<file path="src/rtl/iinfo_pkg.sv">
package iinfo_pkg;
  localparam int OFS_HDR  = 0;
  localparam int OFS_TYPE = 1;
  localparam int OFS_PTR  = 2;
  localparam int OFS_PRST = 3;
  localparam int OFS_INST = 4;
  localparam int OFS_MTX  = 5;
  localparam int OFS_TEXT = 6;

  localparam logic [31:0] HDR_FWD = 32'h49495231;
  localparam logic [31:0] HDR_REV = 32'h31524949;

  function automatic int words_for(input int nbytes);
    return (nbytes + 3) / 4;
  endfunction
endpackage

</file>
<file path="src/rtl/iinfo_hdr.sv">
module iinfo_hdr
  import iinfo_pkg::*;
(
  input  logic        clk,
  input  logic        rst,
  input  logic        rd_hit,
  output logic [31:0] word
);
  logic phase;

  always_ff @(posedge clk) begin
    if (rst)         phase <= 1'b0;
    else if (rd_hit) phase <= ~phase;
  end

  assign word = phase ? HDR_REV : HDR_FWD;

  assert_hdr_hold_R3: assert property (@(posedge clk) disable iff (rst)
    !rd_hit |=> $stable(phase));
  assert_hdr_flip_R3: assert property (@(posedge clk) disable iff (rst)
    rd_hit |=> (phase != $past(phase)));
endmodule

</file>
<file path="src/rtl/iinfo_mutex.sv">
module iinfo_mutex #(
  parameter int IDW = 4
) (
  input  logic           clk,
  input  logic           rst,
  input  logic           wr_hit,
  input  logic [IDW-1:0] wr_id,
  input  logic [IDW-1:0] wr_val,
  output logic [IDW-1:0] owner
);
  logic free_now;
  assign free_now = (owner == '0);

  always_ff @(posedge clk) begin
    if (rst) begin
      owner <= '0;
    end else if (wr_hit) begin
      if (wr_val != '0) begin
        if (free_now) owner <= wr_val;
      end else if (wr_id == owner) begin
        owner <= '0;
      end
    end
  end

  assert_mtx_keep_R9: assert property (@(posedge clk) disable iff (rst)
    (wr_hit && owner != '0 && wr_val != '0) |=> $stable(owner));
  assert_mtx_rel_R10: assert property (@(posedge clk) disable iff (rst)
    (wr_hit && wr_val == '0 && wr_id != owner) |=> $stable(owner));
  assert_mtx_idle_R9: assert property (@(posedge clk) disable iff (rst)
    !wr_hit |=> $stable(owner));
endmodule

</file>
<file path="src/rtl/iinfo_text.sv">
module iinfo_text
  import iinfo_pkg::*;
#(
  parameter int AW      = 6,
  parameter int STR_LEN = 8,
  parameter logic [8*STR_LEN-1:0] VENDOR   = '0,
  parameter logic [8*STR_LEN-1:0] LIBRARY  = '0,
  parameter logic [8*STR_LEN-1:0] COMPNAME = '0,
  parameter logic [8*STR_LEN-1:0] VERSION  = '0,
  parameter logic [8*STR_LEN-1:0] EXTRA    = '0
) (
  input  logic [AW-1:0] addr,
  output logic          hit,
  output logic [31:0]   word
);
  localparam int ID_WORDS  = words_for(4 * (STR_LEN + 1));
  localparam int EX_WORDS  = words_for(STR_LEN + 1);
  localparam int TXT_WORDS = ID_WORDS + EX_WORDS;

  function automatic logic [32*TXT_WORDS-1:0] build_text();
    logic [32*TXT_WORDS-1:0] v;
    logic [8*STR_LEN-1:0]    s;
    logic [7:0]              b;
    logic                    go;
    int                      p;
    v = '0;
    p = 0;
    for (int k = 0; k < 5; k++) begin
      if (k == 4) p = 4 * ID_WORDS;
      case (k)
        0:       s = VENDOR;
        1:       s = LIBRARY;
        2:       s = COMPNAME;
        3:       s = VERSION;
        default: s = EXTRA;
      endcase
      go = 1'b0;
      for (int i = STR_LEN - 1; i >= 0; i--) begin
        b = s[8*i +: 8];
        if (b != 8'h00) go = 1'b1;
        if (go) begin
          v[32*(p/4) + 8*(3 - (p%4)) +: 8] = b;
          p++;
        end
      end
      p++;
    end
    return v;
  endfunction

  localparam logic [32*TXT_WORDS-1:0] TEXT = build_text();

  logic [AW:0] rel;
  assign rel  = {1'b0, addr} - (AW+1)'(OFS_TEXT);
  assign hit  = (addr >= AW'(OFS_TEXT)) && (rel < (AW+1)'(TXT_WORDS));
  assign word = hit ? TEXT[32*int'(rel) +: 32] : 32'h0;
endmodule

</file>
<file path="src/rtl/iinfo_bank.sv">
module iinfo_bank
  import iinfo_pkg::*;
#(
  parameter int          AW           = 6,
  parameter int          IDW          = 4,
  parameter int          STR_LEN      = 8,
  parameter bit          IS_EXTERNAL  = 1'b0,
  parameter bit          HAS_REGS     = 1'b1,
  parameter bit          CAN_RESET    = 1'b1,
  parameter logic [31:0] PARENT_OFS   = 32'h0000_0040,
  parameter logic [31:0] PARENT_ADDR  = 32'h8000_1000,
  parameter logic [31:0] INSTANCE_NUM = 32'd3,
  parameter logic [8*STR_LEN-1:0] VENDOR   = {32'h0, "vndr"},
  parameter logic [8*STR_LEN-1:0] LIBRARY  = {40'h0, "lib"},
  parameter logic [8*STR_LEN-1:0] COMPNAME = {32'h0, "ctrl"},
  parameter logic [8*STR_LEN-1:0] VERSION  = {40'h0, "1.0"},
  parameter logic [8*STR_LEN-1:0] EXTRA    = '0
) (
  input  logic           clk,
  input  logic           rst,
  input  logic           req_valid,
  input  logic           req_write,
  input  logic [AW-1:0]  req_addr,
  input  logic [IDW-1:0] req_id,
  input  logic [31:0]    req_wdata,
  output logic           rd_valid,
  output logic [31:0]    rd_data,
  output logic           parent_rst
);
  localparam logic [31:0] TYPE_WORD = {29'b0, CAN_RESET, HAS_REGS, IS_EXTERNAL};
  localparam logic [31:0] PTR_WORD  = !HAS_REGS ? 32'h0 :
                                      (IS_EXTERNAL ? PARENT_ADDR : PARENT_OFS);

  logic           rd_req, wr_req;
  logic [31:0]    hdr_word, txt_word, rd_next;
  logic           txt_hit;
  logic [IDW-1:0] owner;
  logic           unused_wdata;

  assign rd_req       = req_valid && !req_write;
  assign wr_req       = req_valid &&  req_write;
  assign unused_wdata = ^req_wdata[31:IDW];

  iinfo_hdr u_hdr (
    .clk    (clk),
    .rst    (rst),
    .rd_hit (rd_req && req_addr == AW'(OFS_HDR)),
    .word   (hdr_word)
  );

  iinfo_mutex #(.IDW(IDW)) u_mtx (
    .clk    (clk),
    .rst    (rst),
    .wr_hit (wr_req && req_addr == AW'(OFS_MTX)),
    .wr_id  (req_id),
    .wr_val (req_wdata[IDW-1:0]),
    .owner  (owner)
  );

  iinfo_text #(
    .AW(AW), .STR_LEN(STR_LEN), .VENDOR(VENDOR), .LIBRARY(LIBRARY),
    .COMPNAME(COMPNAME), .VERSION(VERSION), .EXTRA(EXTRA)
  ) u_txt (
    .addr (req_addr),
    .hit  (txt_hit),
    .word (txt_word)
  );

  always_comb begin
    rd_next = 32'h0;
    if (txt_hit) begin
      rd_next = txt_word;
    end else begin
      case (int'(req_addr))
        OFS_HDR:  rd_next = hdr_word;
        OFS_TYPE: rd_next = TYPE_WORD;
        OFS_PTR:  rd_next = PTR_WORD;
        OFS_PRST: rd_next = {31'b0, parent_rst};
        OFS_INST: rd_next = INSTANCE_NUM;
        OFS_MTX:  rd_next = {{(32-IDW){1'b0}}, owner};
        default:  rd_next = 32'h0;
      endcase
    end
  end

  always_ff @(posedge clk) begin
    if (rst) begin
      rd_valid <= 1'b0;
      rd_data  <= 32'h0;
    end else begin
      rd_valid <= rd_req;
      rd_data  <= rd_req ? rd_next : 32'h0;
    end
  end

  generate
    if (CAN_RESET) begin : g_prst
      always_ff @(posedge clk) begin
        if (rst) parent_rst <= 1'b0;
        else if (wr_req && req_addr == AW'(OFS_PRST)) parent_rst <= req_wdata[0];
      end
    end else begin : g_noprst
      assign parent_rst = 1'b0;
    end
  endgenerate

  assert_rd_due_R2: assert property (@(posedge clk) disable iff (rst)
    rd_req |=> rd_valid);
  assert_rd_idle_R2: assert property (@(posedge clk) disable iff (rst)
    !rd_req |=> (!rd_valid && rd_data == 32'h0));
  assert_prst_hold_R6: assert property (@(posedge clk) disable iff (rst)
    !(wr_req && req_addr == AW'(OFS_PRST)) |=> $stable(parent_rst));
  assert_prst_gate_R7: assert property (@(posedge clk) disable iff (rst)
    !CAN_RESET |-> !parent_rst);
  assert_unmapped_R13: assert property (@(posedge clk) disable iff (rst)
    (rd_req && !txt_hit && req_addr > AW'(OFS_MTX)) |=> rd_data == 32'h0);
endmodule

</file>
<file path="config.mk">
export PLATFORM = sky130hd
export DESIGN_NAME = iinfo_bank
export DESIGN_NICKNAME = d
export VERILOG_FILES = /design/src/rtl/iinfo_pkg.sv /design/src/rtl/iinfo_hdr.sv /design/src/rtl/iinfo_mutex.sv /design/src/rtl/iinfo_text.sv /design/src/rtl/iinfo_bank.sv
export SDC_FILE = /design/constraint.sdc
export NUM_CORES = 1
export LEC_CHECK = 0
export ABC_CLOCK_PERIOD_IN_PS = 4490
export BUFFER_PORTS_ARGS = -buffer_cell sky130_fd_sc_hd__buf_2
export CORE_AREA = 2 2 59 61
export CTS_CLUSTER_DIAMETER = 30
export DETAILED_ROUTE_END_ITERATION = 12
export DIE_AREA = 0 0 61 63
export PLACE_DENSITY = 0.79
export SLEW_MARGIN = 15
export SYNTH_ARGS = -nofsm -noshare
export SYNTH_HDL_FRONTEND = slang
export SYNTH_SLANG_ARGS = --single-unit
</file>
<file path="constraint.sdc">
create_clock -name clk -period 4.49 [get_ports clk]
set_input_delay 0.898 -clock clk [delete_from_list [all_inputs] [get_ports clk]]
set_output_delay 0.898 -clock clk [all_outputs]
set_load 0.02 [all_outputs]
</file>
-- Word-level counts from Yosys, hierarchy flattened
Index checks and enable logic that the tools add are counted.
W data, S select, Z words.
- output and inout bits: 34
- logic and storage cells: 37
- register bits after elaboration: 39
- bits of input ports: 46
- magnitude comparators: 2
- shift operators: 1
- muxes and demuxes: 6
- reductions and logical operators: 13
- bitwise operators: 2
- equal/unequal tests: 7
- add/sub/neg operators: 1
- operators with widths (kind ; count):
    $shiftx A384 B13 Y32 const A ; 1
    $pmux W32 S6 ; 1
    $mux W32 ; 1
    $mux W31 ; 1
    $eq A6 B2 Y1 const B ; 2
    $eq A6 B3 Y1 const B ; 2
    $mux W4 ; 3
    $lt A7 B4 Y1 const B ; 1
    $sub A6 B3 Y7 const B ; 1
    $eq A6 B1 Y1 const B ; 1
    $ge A6 B3 Y1 const B ; 1
    $logic_and A1 B1 Y1 ; 6
    $logic_not A6 Y1 ; 1
    $eq A4 B4 Y1 ; 1
    $logic_not A4 Y1 ; 1
    $reduce_bool A4 Y1 ; 1
    $reduce_and A3 Y1 ; 1
    $ne A2 B1 Y1 const B ; 1
    $not A1 Y1 ; 2
    $reduce_bool A2 Y1 ; 1
    $reduce_or A2 Y1 ; 1
    $logic_not A1 Y1 ; 1

-- Depth between registers and ports, before layout
- depth after elaboration: 4
- depth in mapped cells: 7
- depth with buffers taken out: 6

-- Modules after synthesis
From an unflattened synthesis, not the netlist that was laid out.
- cell total of the unflattened synthesis: 232
- area total of the unflattened synthesis: 2225.9 um^2
- by module, submodules not included (module ; cells each ; area an instance (um^2) ; times used):
    iinfo_bank ; 108 ; 1247.4 ; 1
    iinfo_text ; 66 ; 476.7 ; 1
    iinfo_hdr ; 37 ; 276.5 ; 1
    iinfo_mutex ; 21 ; 225.2 ; 1

-- Worst setup path after synthesis
Ideal clock, no wire load.
- path type: input to register
- from: input port req_addr[1]
- to: register rd_data[16]
- data arrival time: 2040 ps
- buffers on the path: 1
- stages on the path: 7
- library setup time: 122 ps
- setup slack: 2329 ps
- path through: ha_1 -> a31oi_1 -> nor3_1 -> or3_1 -> buf_2 -> nand3_1 -> a21oi_1
- longest elaborated chain between the ends: 4
- elaborated cells between the ends (all ways): 13
- those cells by class: add/sub (1); order compare (2); eq/ne (5); shift (1); mux (2); reduce/logical (2)
- RTL lines (item ; RTL line ; source):
    start, declared ; iinfo_bank.sv:23 ; input logic [AW-1:0] req_addr,
    branches (longest 3 deep; another with $sub A6 B3 Y7) ; - ;
    $mux W32 (*) ; iinfo_bank.sv:71 ; if (txt_hit) begin
    end signal, assigned ; iinfo_bank.sv:92 ; rd_data <= rd_req ? rd_next : 32'h0;
    end, declared ; iinfo_bank.sv:27 ; output logic [31:0] rd_data,
Every way passes the cells marked *.
A chain may end at the register's enable or synchronous reset.

-- Worst setup path in the final report
- from: input port req_addr[1]
- to: register rd_data[30]
Same word-level chain as after synthesis.

==> results.sh <==
export IMPL_status="complete, but fails checks"
export IMPL_violations="DRC"
export IMPL_final_antenna_net_count=0
export IMPL_critPathLaunchType="primary input"
export IMPL_grt_pass1_vias=1171
export IMPL_portBuffers=47
export IMPL_die_h_um=63
export IMPL_post_route_period_util_pct=50.3
export IMPL_grt_total_usage_pct=17.1
export IMPL_cts_sinks=34
export IMPL_met3_usage_pct=4.97
export IMPL_critPathKind="in -> reg"
export IMPL_sw_frac_of_total_pct=25.6
export IMPL_crit_chain="buf_2 > ha_1 > a31oi_1 > nor3_1 > or3_1 > nand2_1 > o31ai_1"
export IMPL_cts_setup_buffers=0
export IMPL_dr_pass1_iters=8
export IMPL_layout_drive_gt1_share_pct=32.3
export IMPL_fp_dieArea_um2=3840
export IMPL_fin_cells=247
export IMPL_worst_setup_path_end_kind="flip-flop"
export IMPL_placed_cells=239
export IMPL_max_freq_mhz=443
export IMPL_synth_seq_cells=34
export IMPL_num_vias=1217
export IMPL_grt_max_degree=16
export IMPL_tritoncts="done"
export IMPL_grt_antenna_before_repair=0
export IMPL_cp_slowest_cell="nor3_1"
export IMPL_powerDensity_nw_per_um2=306
export IMPL_required_ns=4.74
export IMPL_cp_arrival_ns=2.51
export IMPL_grt_busiest_layer="met2"
export IMPL_synth_avg_cell_area_um2=9.45
export IMPL_yosysUniqueCellTypes=45
export IMPL_die_x_um=61
export IMPL_max_cap_viol_count=0
export IMPL_whs_ns=0.549
export IMPL_cp_max_fo=15
export IMPL_clk_latency_ns=0.33
export IMPL_hold_violations=0
export IMPL_seq_area_frac_synth_pct=46.2
export IMPL_yosys_warnings=0
export IMPL_wl_per_cell_um=11.9
export IMPL_finalSetupViolCount=0
export IMPL_period_minus_slack_ns=2.26
export IMPL_place_congestion=0.880
export IMPL_post_dp_hpwl_um=2260
export IMPL_grt_first_pass_wirelength_um=5050
export IMPL_cts_buffers_inserted=5
export IMPL_fin_tns_setup_ns=0
export IMPL_drcViolationCount=2
export IMPL_p_comb_share_pct=10.0
export IMPL_p_int_w=0.000398
export IMPL_async_reset_ff_share_pct=0
export IMPL_seqPwrFrac_pct=56.7
export IMPL_yosys_most_used_dff="dfxtp_1"
export IMPL_cts_hold_fix_buffers=0
export IMPL_netlist_instances=156
export IMPL_p_sw_w=0.000137
export IMPL_synth_area_um2=1470
export IMPL_overflow=0
export IMPL_htree_levels=2
export IMPL_ioPinCount=80
export IMPL_start_util_pct=45.6
export IMPL_slew_violations=0
export IMPL_fin_nets=247
export IMPL_path_clk_slew_ns=0.10
export IMPL_drt_iter0_drc=34
export IMPL_synth_edf_count=0
export IMPL_syn_to_final_growth_pct=18.8
export IMPL_cts_buffer_depth=2
export IMPL_rows=21
export IMPL_power_leakage_nw=0.868
export IMPL_pwr_share_clk_pct=33.3
export IMPL_use_met1_pct=21.4
export IMPL_wl_um=2930
export IMPL_grt_setup_unrepaired="no"
export IMPL_diodes=0
export IMPL_vdd_ir_drop_max_mv=0.130
export IMPL_core_area_um2=3230
export IMPL_min_path_type="reg -> reg"
export IMPL_clockRootBuffer="clkbuf_4"
export IMPL_postCtsResizedCells=0
export IMPL_met2_usage_pct=26.2
export IMPL_slowest_delay_ns=0.33
export IMPL_vias_per_cell=4.93
export IMPL_fin_worst_skew_ns=0.00954
==> cell type report <==
class,instances,area [µm²]
fill,322,1480
sequential,34,681
clock inverter,1,5.00
tap,46,57.6
multi-input combinational,100,672
timing repair buffer,47,235
clock buffer,7,55.1
inverter,12,45.0
==> cell usage in the layout (no fill, tap or decap), types with 3 or more instances in the layout <==
cell type and instances:
o21ai_0 3, o32ai_1 4, nor3_1 7, a21oi_1 10
xor2_1 4, and3_1 3, buf_2 47, clkbuf_4 5
dfxtp_1 34, nand2_1 13, nand2b_1 6, xnor2_1 3
nand3_1 5, inv_1 11, nor2_1 6, conb_1 4
==> cells by family after synthesis <==
kind of cell	Yosys count	synth area share (%)
other	1	0.254
buffers and inverters	25	9.00
muxes	1	0.679
and+or+nand+nor	58	24.6
adders and majority gates	1	0.849
xor gates and xnor gates	7	4.16
AOI/OAI and AO/OA	29	14.3
DFF	34	46.2
==> path summary, 6_finish.rpt <==
kind,from,endpoint,slack (ns),cells after the start
worst max register to register,u_mtx.owner[0],u_mtx.owner[0],3.18,5
worst min-delay path,u_mtx.owner[0],u_mtx.owner[0],0.55,2
worst min register to register,u_mtx.owner[0],u_mtx.owner[0],0.55,2
worst max-delay path,req_addr[1],rd_data[30],2.23,7
==> through the flow <==
stage / utilization [%] / setup WS (ns) / total power [W] / cell area [µm²]
global route: 54.2 / 2.09 / 0.000559 / 1750
floorplan: - / 2.33 / 0.000352 / 1490
finish: 54.2 / 2.23 / 0.000535 / 1750
global placement: 52.3 / 1.93 / 0.000363 / 1690
detailed placement: 52.3 / 1.89 / 0.000364 / 1690
CTS: 54.2 / 2.22 / 0.000536 / 1750
==> sequential cells by signal (all words and copies together) (netlist names) <==
signal and count:
rd_valid 1, u_hdr.phase 1, u_mtx.owner 4, parent_rst 1, rd_data 27
==> power by group through the flow <==
stage	combinational, W	clock [W]	sequential (W)
after global placement	0.0000527	0	0.000310
final	0.0000536	0.000178	0.000303
after CTS	0.0000536	0.000179	0.000303
after detailed placement	0.0000535	0	0.000310
after floorplan	0.0000401	0	0.000312
after global routing	0.0000595	0.000196	0.000304
==> routing by layer <==
metal	vias to the layer above	routed length [µm]
met5	-	0
li1	617	-
met1	544	1330
met2	46	1360
met4	0	78
met3	10	160
==> synth_stat cells, drive strengths merged (2+ instances only) <==
cell type / number / area share, %
a21oi: 11 / 4.0
and3: 3 / 1.3
nand4: 2 / 0.85
nor4: 2 / 0.85
xor2: 4 / 2.4
dfxtp: 34 / 46
or3: 2 / 1.2
and2: 2 / 0.93
nand2: 13 / 3.3
nand2b: 6 / 2.5
o32ai: 4 / 2.4
buf: 12 / 5.7
inv: 12 / 3.1
nor2: 6 / 1.5
o22a: 2 / 1.2
nand3: 5 / 1.7
o31ai: 2 / 2.0
nor3: 10 / 5.3
o41ai: 2 / 1.2
o21a: 2 / 1.0
xnor2: 3 / 1.8
o21ai: 3 / 1.0
==> worst max-delay path, delay by kind of cell <==
family	cells	cell delay (ns)
simple gates	3	0.73
compound gates	2	0.32
fa+ha+maj	1	0.29
buf+inv	1	0.27
No activity file was read; power rests on OpenSTA's default activity.
